$ cat src/rtl/mw_pkg.sv
package mw_pkg;
  typedef enum logic [2:0] {
    L_IDLE, L_OPC, L_ADR, L_DAT, L_ARM, L_RD, L_DONE
  } link_st_t;

  typedef enum logic [1:0] {
    J_WRITE, J_ERASE, J_ERAL, J_WRAL
  } job_t;

  localparam logic [1:0] OPC_EXT   = 2'b00;
  localparam logic [1:0] OPC_WRITE = 2'b01;
  localparam logic [1:0] OPC_READ  = 2'b10;
  localparam logic [1:0] OPC_ERASE = 2'b11;

  localparam logic [1:0] EXT_LOCK  = 2'b00;
  localparam logic [1:0] EXT_FILL  = 2'b01;
  localparam logic [1:0] EXT_WIPE  = 2'b10;
  localparam logic [1:0] EXT_OPEN  = 2'b11;
endpackage

$ cat src/rtl/mw_link.sv
module mw_link
  import mw_pkg::*;
#(
  parameter int ADDR_W = 6,
  parameter int DATA_W = 16
) (
  input  logic              clk,
  input  logic              rst_n,
  input  logic              cs,
  input  logic              sclk,
  input  logic              di,
  input  logic              busy,
  output logic              job_go,
  output job_t              job_kind,
  output logic [ADDR_W-1:0] job_addr,
  output logic [DATA_W-1:0] job_data,
  output logic              wen_set,
  output logic              wen_clr,
  output logic [ADDR_W-1:0] rd_addr,
  input  logic [DATA_W-1:0] rd_data,
  output logic              rd_do,
  output logic              rd_oe,
  output logic              idle
);
  localparam int MAXN = (DATA_W > ADDR_W) ? DATA_W : ADDR_W;
  localparam int CW   = $clog2(MAXN) + 1;

  link_st_t          st;
  logic              sclk_q, cs_q;
  logic [1:0]        opc;
  logic [ADDR_W-1:0] adr;
  logic [DATA_W-1:0] dat, rd_sh;
  logic [CW-1:0]     cnt;
  job_t              kind;
  logic              rise, cs_fall;
  logic [ADDR_W-1:0] a_next;

  assign rise    = sclk & ~sclk_q;
  assign cs_fall = cs_q & ~cs;
  assign a_next  = {adr[ADDR_W-2:0], di};
  assign rd_addr = (st == L_RD) ? adr + ADDR_W'(1) : a_next;
  assign job_go  = cs_fall && (st == L_ARM);
  assign job_kind = kind;
  assign job_addr = adr;
  assign job_data = dat;
  assign idle     = (st == L_IDLE);

  always_ff @(posedge clk or negedge rst_n) begin
    if (!rst_n) begin
      st <= L_IDLE; sclk_q <= 1'b0; cs_q <= 1'b0;
      opc <= '0; adr <= '0; dat <= '0; rd_sh <= '0; cnt <= '0;
      kind <= J_WRITE; rd_do <= 1'b0; rd_oe <= 1'b0;
      wen_set <= 1'b0; wen_clr <= 1'b0;
    end else begin
      sclk_q  <= sclk;
      cs_q    <= cs;
      wen_set <= 1'b0;
      wen_clr <= 1'b0;
      if (!cs) begin
        st    <= L_IDLE;
        rd_oe <= 1'b0;
      end else if (rise && !busy) begin
        case (st)
          L_IDLE: if (di) begin st <= L_OPC; cnt <= '0; end
          L_OPC: begin
            opc <= {opc[0], di};
            cnt <= cnt + CW'(1);
            if (cnt == CW'(1)) begin st <= L_ADR; cnt <= '0; end
          end
          L_ADR: begin
            adr <= a_next;
            cnt <= cnt + CW'(1);
            if (cnt == CW'(ADDR_W - 1)) begin
              cnt <= '0;
              case (opc)
                OPC_READ: begin
                  st <= L_RD; rd_sh <= rd_data; rd_do <= 1'b0; rd_oe <= 1'b1;
                end
                OPC_WRITE: begin st <= L_DAT; kind <= J_WRITE; end
                OPC_ERASE: begin st <= L_ARM; kind <= J_ERASE; end
                default: begin
                  case (a_next[ADDR_W-1 -: 2])
                    EXT_OPEN: begin st <= L_DONE; wen_set <= 1'b1; end
                    EXT_LOCK: begin st <= L_DONE; wen_clr <= 1'b1; end
                    EXT_WIPE: begin st <= L_ARM; kind <= J_ERAL; end
                    default:  begin st <= L_DAT; kind <= J_WRAL; end
                  endcase
                end
              endcase
            end
          end
          L_DAT: begin
            dat <= {dat[DATA_W-2:0], di};
            cnt <= cnt + CW'(1);
            if (cnt == CW'(DATA_W - 1)) st <= L_ARM;
          end
          L_ARM: st <= L_DONE;
          L_RD: begin
            rd_do <= rd_sh[DATA_W-1];
            rd_sh <= {rd_sh[DATA_W-2:0], 1'b0};
            cnt   <= cnt + CW'(1);
            if (cnt == CW'(DATA_W - 1)) begin
              cnt   <= '0;
              adr   <= adr + ADDR_W'(1);
              rd_sh <= rd_data;
            end
          end
          default: ;
        endcase
      end
    end
  end


  rd_oe_after_addr_chk: assert property (@(posedge clk) disable iff (!rst_n)
    $rose(rd_oe) |-> ($past(st) == L_ADR) && !rd_do);


  rd_oe_drop_chk: assert property (@(posedge clk) disable iff (!rst_n)
    !cs |=> !rd_oe);
endmodule

$ cat src/rtl/mw_prog.sv
module mw_prog
  import mw_pkg::*;
#(
  parameter int ADDR_W   = 6,
  parameter int DATA_W   = 16,
  parameter int UNIT_CYC = 40
) (
  input  logic              clk,
  input  logic              rst_n,
  input  logic              job_go,
  input  job_t              job_kind,
  input  logic [ADDR_W-1:0] job_addr,
  input  logic [DATA_W-1:0] job_data,
  input  logic              wen_set,
  input  logic              wen_clr,
  output logic              busy,
  output logic              commit,
  output job_t              c_kind,
  output logic [ADDR_W-1:0] c_addr,
  output logic [DATA_W-1:0] c_data
);
  localparam int TW = $clog2(4 * UNIT_CYC + 1);

  logic          wen;
  logic [TW-1:0] tmr;

  function automatic logic [TW-1:0] cyc_len(job_t k);
    case (k)
      J_ERAL:  return TW'(2 * UNIT_CYC - 1);
      J_WRAL:  return TW'(4 * UNIT_CYC - 1);
      default: return TW'(UNIT_CYC - 1);
    endcase
  endfunction

  assign commit = busy && (tmr == '0);

  always_ff @(posedge clk or negedge rst_n) begin
    if (!rst_n) begin
      wen <= 1'b0; busy <= 1'b0; tmr <= '0;
      c_kind <= J_WRITE; c_addr <= '0; c_data <= '0;
    end else begin
      if (wen_set) wen <= 1'b1;
      else if (wen_clr) wen <= 1'b0;
      if (busy) begin
        if (tmr == '0) busy <= 1'b0;
        else tmr <= tmr - TW'(1);
      end else if (job_go && wen) begin
        busy   <= 1'b1;
        tmr    <= cyc_len(job_kind);
        c_kind <= job_kind;
        c_addr <= job_addr;
        c_data <= job_data;
      end
    end
  end


  start_needs_wen_chk: assert property (@(posedge clk) disable iff (!rst_n)
    job_go && !wen && !busy |=> !busy);


  timer_steps_chk: assert property (@(posedge clk) disable iff (!rst_n)
    busy && (tmr != '0) |=> busy && (tmr == $past(tmr) - TW'(1)) && $stable(c_addr) && $stable(c_data));
endmodule

$ cat src/rtl/mw_array.sv
module mw_array
  import mw_pkg::*;
#(
  parameter int ADDR_W = 6,
  parameter int DATA_W = 16
) (
  input  logic              clk,
  input  logic              rst_n,
  input  logic              commit,
  input  job_t              c_kind,
  input  logic [ADDR_W-1:0] c_addr,
  input  logic [DATA_W-1:0] c_data,
  input  logic [ADDR_W-1:0] rd_addr,
  output logic [DATA_W-1:0] rd_data
);
  localparam int DEPTH = 1 << ADDR_W;

  logic [DATA_W-1:0] rd_bus [DEPTH];

  for (genvar w = 0; w < DEPTH; w++) begin : g_word
    logic [DATA_W-1:0] q;
    logic              hit;
    assign hit = (c_addr == ADDR_W'(w));
    always_ff @(posedge clk or negedge rst_n) begin
      if (!rst_n) q <= '1;
      else if (commit) begin
        case (c_kind)
          J_WRITE: if (hit) q <= c_data;
          J_ERASE: if (hit) q <= '1;
          J_ERAL:  q <= '1;
          default: q <= c_data;
        endcase
      end
    end
    assign rd_bus[w] = q;
  end

  assign rd_data = rd_bus[rd_addr];


  eral_fill_chk: assert property (@(posedge clk) disable iff (!rst_n)
    commit && (c_kind == J_ERAL) |=> (rd_bus[0] == '1) && (rd_bus[DEPTH-1] == '1));


  wral_fill_chk: assert property (@(posedge clk) disable iff (!rst_n)
    commit && (c_kind == J_WRAL) |=> (rd_bus[0] == $past(c_data)) && (rd_bus[DEPTH-1] == $past(c_data)));
endmodule

$ cat src/rtl/mw_eeprom.sv
module mw_eeprom
  import mw_pkg::*;
#(
  parameter int ADDR_W   = 6,
  parameter int DATA_W   = 16,
  parameter int UNIT_CYC = 40,
  parameter int CSL_CYC  = 4
) (
  input  logic clk,
  input  logic rst_n,
  input  logic cs,
  input  logic sclk,
  input  logic di,
  output logic do_o,
  output logic do_oe
);
  localparam int LW = $clog2(CSL_CYC + 1);

  logic              job_go, wen_set, wen_clr, busy, commit;
  logic              rd_do, rd_oe, lnk_idle;
  job_t              job_kind, c_kind;
  logic [ADDR_W-1:0] job_addr, c_addr, rd_addr;
  logic [DATA_W-1:0] job_data, c_data, rd_data;
  logic              cs_q, stat_mode, low_ok, st_oe;
  logic [LW-1:0]     lowcnt;

  mw_link #(.ADDR_W(ADDR_W), .DATA_W(DATA_W)) u_link (
    .clk(clk), .rst_n(rst_n), .cs(cs), .sclk(sclk), .di(di), .busy(busy),
    .job_go(job_go), .job_kind(job_kind), .job_addr(job_addr), .job_data(job_data),
    .wen_set(wen_set), .wen_clr(wen_clr), .rd_addr(rd_addr), .rd_data(rd_data),
    .rd_do(rd_do), .rd_oe(rd_oe), .idle(lnk_idle)
  );

  mw_prog #(.ADDR_W(ADDR_W), .DATA_W(DATA_W), .UNIT_CYC(UNIT_CYC)) u_prog (
    .clk(clk), .rst_n(rst_n), .job_go(job_go), .job_kind(job_kind),
    .job_addr(job_addr), .job_data(job_data), .wen_set(wen_set), .wen_clr(wen_clr),
    .busy(busy), .commit(commit), .c_kind(c_kind), .c_addr(c_addr), .c_data(c_data)
  );

  mw_array #(.ADDR_W(ADDR_W), .DATA_W(DATA_W)) u_array (
    .clk(clk), .rst_n(rst_n), .commit(commit), .c_kind(c_kind), .c_addr(c_addr),
    .c_data(c_data), .rd_addr(rd_addr), .rd_data(rd_data)
  );

  assign low_ok = (lowcnt >= LW'(CSL_CYC));
  assign st_oe  = cs && stat_mode && low_ok && lnk_idle;
  assign do_oe  = rd_oe | st_oe;
  assign do_o   = rd_oe ? rd_do : (st_oe ? ~busy : 1'b0);

  always_ff @(posedge clk or negedge rst_n) begin
    if (!rst_n) begin
      cs_q <= 1'b0; lowcnt <= '0; stat_mode <= 1'b0;
    end else begin
      cs_q <= cs;
      if (cs_q && !cs) lowcnt <= '0;
      else if (!cs && !low_ok) lowcnt <= lowcnt + LW'(1);
      if (busy) stat_mode <= 1'b1;
      else if ((cs_q && !cs) || (cs && !lnk_idle)) stat_mode <= 1'b0;
    end
  end


  idle_while_busy_chk: assert property (@(posedge clk) disable iff (!rst_n)
    busy |-> lnk_idle);


  idle_hiz_chk: assert property (@(posedge clk) disable iff (!rst_n)
    !cs && $past(!cs) && !busy |-> !do_oe);
endmodule

$ cat config.mk
export PLATFORM = sky130hd
export DESIGN_NAME = mw_eeprom
export DESIGN_NICKNAME = d
export VERILOG_FILES = /design/src/rtl/mw_pkg.sv /design/src/rtl/mw_link.sv /design/src/rtl/mw_prog.sv /design/src/rtl/mw_array.sv /design/src/rtl/mw_eeprom.sv
export SDC_FILE = /design/constraint.sdc
export NUM_CORES = 2
export LEC_CHECK = 0
export BUFFER_PORTS_ARGS = -buffer_cell sky130_fd_sc_hd__buf_2
export CAP_MARGIN = 10
export CELL_PAD_IN_SITES_DETAIL_PLACEMENT = 2
export CELL_PAD_IN_SITES_GLOBAL_PLACEMENT = 2
export CORE_AREA = 2 2 365 367
export DETAILED_ROUTE_END_ITERATION = 7
export DIE_AREA = 0 0 367 369
export PLACE_DENSITY_LB_ADDON = 0.1
export SLEW_MARGIN = 25
export SYNTH_ARGS = -nofsm -noshare
export SYNTH_HDL_FRONTEND = slang
export SYNTH_HIERARCHICAL = 1
export SYNTH_SLANG_ARGS = --single-unit
export TNS_END_PERCENT = 1
$ cat constraint.sdc
create_clock -name clk -period 3.28 [get_ports clk]
set_clock_uncertainty 0.15 [all_clocks]
set_input_delay 0.328 -clock clk [delete_from_list [all_inputs] [get_ports clk]]
set_output_delay 0.328 -clock clk [all_outputs]
set_load 0.1 [all_outputs]
==> run_results.csv <==
group,metric,value,unit
die,pin_count,7,
yosys,synth_area_leaders,"dfstp_2, mux4_2, o21ai_0",
job,max_cap_violations,0,
drt,wl_per_cell,26.0,um
drt,met1Wirelength,77000,um
timing,worst_slew_pin_slew,0.880,ns
finish,multiInputGateArea,0.0203,mm^2
global_route,grt_max_degree,144,
global_route,antenna_found_initial,2,
critical_path,required,3.74,ns
die,die_x,367,um
timing,fin_hold_ws,0.132,ns
run_status,violations,"setup timing",
drt,route.vias.total,36900,
timing,post-route-period-util,103,%
yosys,ys_seq_area_share,57.6,%
critical_path,crit_fanout,6,
clock_network,clk_latency,0.76,ns
run_status,outcome,"finished with violations",
yosys,yosysTopAreaCellShare,52.9,%
critical_path,end_kind,"flop",
min_path,worstHoldStart,"sclk",
finish,seq_area,0.0293,mm^2
critical_path,startpoint,"u_link/st[1]",
die,rows,133,
die,dieArea,0.135,mm^2
drt,drt_wl_total,171000,um
power,power_density,494,mW/mm^2
drt,final_antenna_net_count,0,
drt,wl_met3,4470,um
finish,final_common_cell,"nand2_1",
yosys,synth.net_count,4687,
timing,slew_headroom,41.3,%
yosys,yosysWarnings,6,
global_route,grt_overflow_total,0,
drt,met2_length,84700,um
global_route,grt_pass1_vias,41800,
placement,routabilityCongestion,0.822,
critical_path,crit_type,"reg -> reg",
power,leakage,0.0211,uW
clock_network,cts.path.max_buffers,3,
yosys,synth.avg_cell_area,10.9,um^2
power,vdd_drop_max,0.425,mV
finish,num-fill-cells,13200,
clock_network,cts_inserted_buffers,134,
die,die_h,369,um
clock_network,cts_tree,"yes",
placement,dpl.hpwl,106000,um
critical_path,start_kind,"flop",
clock_network,cts_root_buf,"clkbuf_16",
drt,post-route-drc-count,0,
die,start_util,38.8,%
finish,mostFrequentLayoutCells,"nand2_1, o21ai_0, dfstp_2",
timing,rsz0062_at_grt,"true",
timing,finalCriticalPeriod,3.39,ns
power,total_power,29600,uW
yosys,synthCells,4663,
global_route,grt_pass1_wl,266000,um
finish,drive_gt1_share,41.5,%
finish,syn2layout_area_growth,17.8,%
yosys,synth-seq-cells,1119,
die,core,0.131,mm^2
finish,n_antenna_cell,0,
yosys,yosysUniqueCellTypes,75,
placement,port_buffers,6,
placement,pre_cts_slack,-0.331,ns
clock_network,cts_sinks,1119,
yosys,async_reset_ff_share,100,%
yosys,synth_flop_cell,"dfstp_2",
timing,maxSlewViolCount,0,
drt,drt-pass1-iter-count,7,
yosys,synth-edff-count,0,
critical_path,timing.rr.start,"u_link/st[1]",
drt,vias_per_cell,5.60,
timing,finalSetupViolations,16,
timing,fin_ws,-0.106,ns
yosys,syn_area,0.0509,mm^2
critical_path,arrival,3.84,ns
global_route,grt_use_total,25.7,%
yosys,synth_area_leader_cell,"dfstp_2",
timing,final_hold_viol_count,0,
drt,drt_first_iter_violations,2154,
drt,dr.max_layer_used,"met4",
clock_network,clkTransAtPathRegs,0.06,ns
clock_network,htreeDepth,4,
min_path,holdCritPathClass,"in -> reg",
finish,nNetsFinal,4749,
timing,fmax,0.295,GHz
## timing repair
action / CTS / global route
endpoints found under the setup margin: 16 / 16
gates cloned: 4 / 3
hold buffers: 4 / 0
pin swaps: 16 / 11
gates resized for setup: 64 / 49
setup buffers: 28 / 8
endpoints found under the hold margin: 193 / 0
## Yosys cell counts, types with 5 or more instances
cell / count
nand2_1: 1217
o21ai_0: 1086
dfstp_2: 1024
clkbuf_1: 318
mux4_2: 243
dfrtp_1: 95
buf_2: 70
mux2i_1: 65
mux2_2: 47
o21ai_1: 42
nor2_1: 41
a22oi_1: 40
nor3_1: 31
nand3_1: 26
buf_4: 23
a21oi_1: 20
inv_1: 20
a211oi_1: 19
ha_1: 19
a221oi_1: 18
buf_1: 14
nand2b_1: 13
nand4_1: 13
nor2b_1: 12
a211o_1: 10
nand4bb_1: 9
o22ai_1: 9
and2_1: 7
and3_1: 7
buf_6: 6
o31ai_1: 6
or4_1: 6
and4_1: 5
nand4b_1: 5
## per-stage QoR
stage / instances / utilization, % / area, um^2 / TNS, ns
2_1_floorplan: 4663 / - / 50900 / 0
3_3_place_gp: 6298 / 41.6 / 54600 / -2.61
3_5_place_dp: 6298 / 41.6 / 54600 / -3.76
4_1_cts: 6574 / 45.5 / 59600 / -0.0946
5_1_grt: 6585 / 45.7 / 60000 / -2.33
6_report: 6585 / 45.7 / 60000 / -0.847
## layout make-up
class,instances,area share [%]
Clock buffer,206,6.78
Clock inverter,35,0.630
Inverter,21,0.131
Multi-Input combinational cell,3095,33.9
Sequential cell,1119,48.8
Tap cell,1755,3.66
Timing Repair Buffer,354,6.08
## layer usage
layer / up-vias / track usage [%]
li1: 16400 / -
met4: 0 / 8.80
met1: 19800 / 34.3
met3: 233 / 2.94
met2: 459 / 43.4
met5: - / 0
## power breakdown
part,internal (uW),switching (uW),leakage [uW]
registers,13900,23.9,0.0118
clock network,8930,6090,0.00218
logic,218,446,0.00714
total,23000,6560,0.0211
## worst paths after layout
| kind | to | slack [ns] | cells past startpoint |
|---|---|---|---|
| setup / recovery | u_link/rd_sh[1] | -0.11 | 13 |
| hold / removal | u_link/sclk_q | 0.13 | 2 |
| setup reg to reg | u_link/rd_sh[1] | -0.11 | 13 |
| hold reg to reg | u_prog/wen | 0.29 | 1 |
| max in group asynchronous | u_array/g_word[40].q[4] | 1.81 | 4 |
| min in group asynchronous | u_array/g_word[13].q[10] | 0.17 | 2 |
## worst max-delay path, cell delays in order, from the launching register on
cell and delay (ns):
dfrtp_1 0.39, nand3b_1 0.27, buf_4 0.21, mux2_8 0.42, buf_12 0.18, buf_12 0.13, buf_6 0.12, mux4_2 0.49
a221oi_2 0.30, o21ai_2 0.12, nand2_2 0.17, nor3_2 0.06, mux2i_1 0.13, o21ai_1 0.07
## cell families (layout without fill, tap and decap cells)
kind of cell,count (synthesis),after routing,synth area share (%)
compound gates,1286,1286,13.5
xor+xnor,5,5,0.0861
fa+ha+maj,19,19,0.467
buf+inv,452,616,3.77
flops,1119,1119,57.6
mux,355,358,13.1
simple gates,1427,1427,11.6
## flip-flops by register name, summed over array words and instances (netlist names), 2 cells and up
signal            count
u_prog/c_kind         2
u_link/job_data      16
u_prog/c_addr         6
u_prog/tmr            8
u_array/g_word.q   1024
u_link/job_kind       2
lowcnt                3
u_link/job_addr       6
u_link/rd_sh         16
u_link/st             3
u_prog/c_data        16
u_link/opc            2
u_link/cnt            5
No activity file was read; power rests on OpenSTA's default activity.
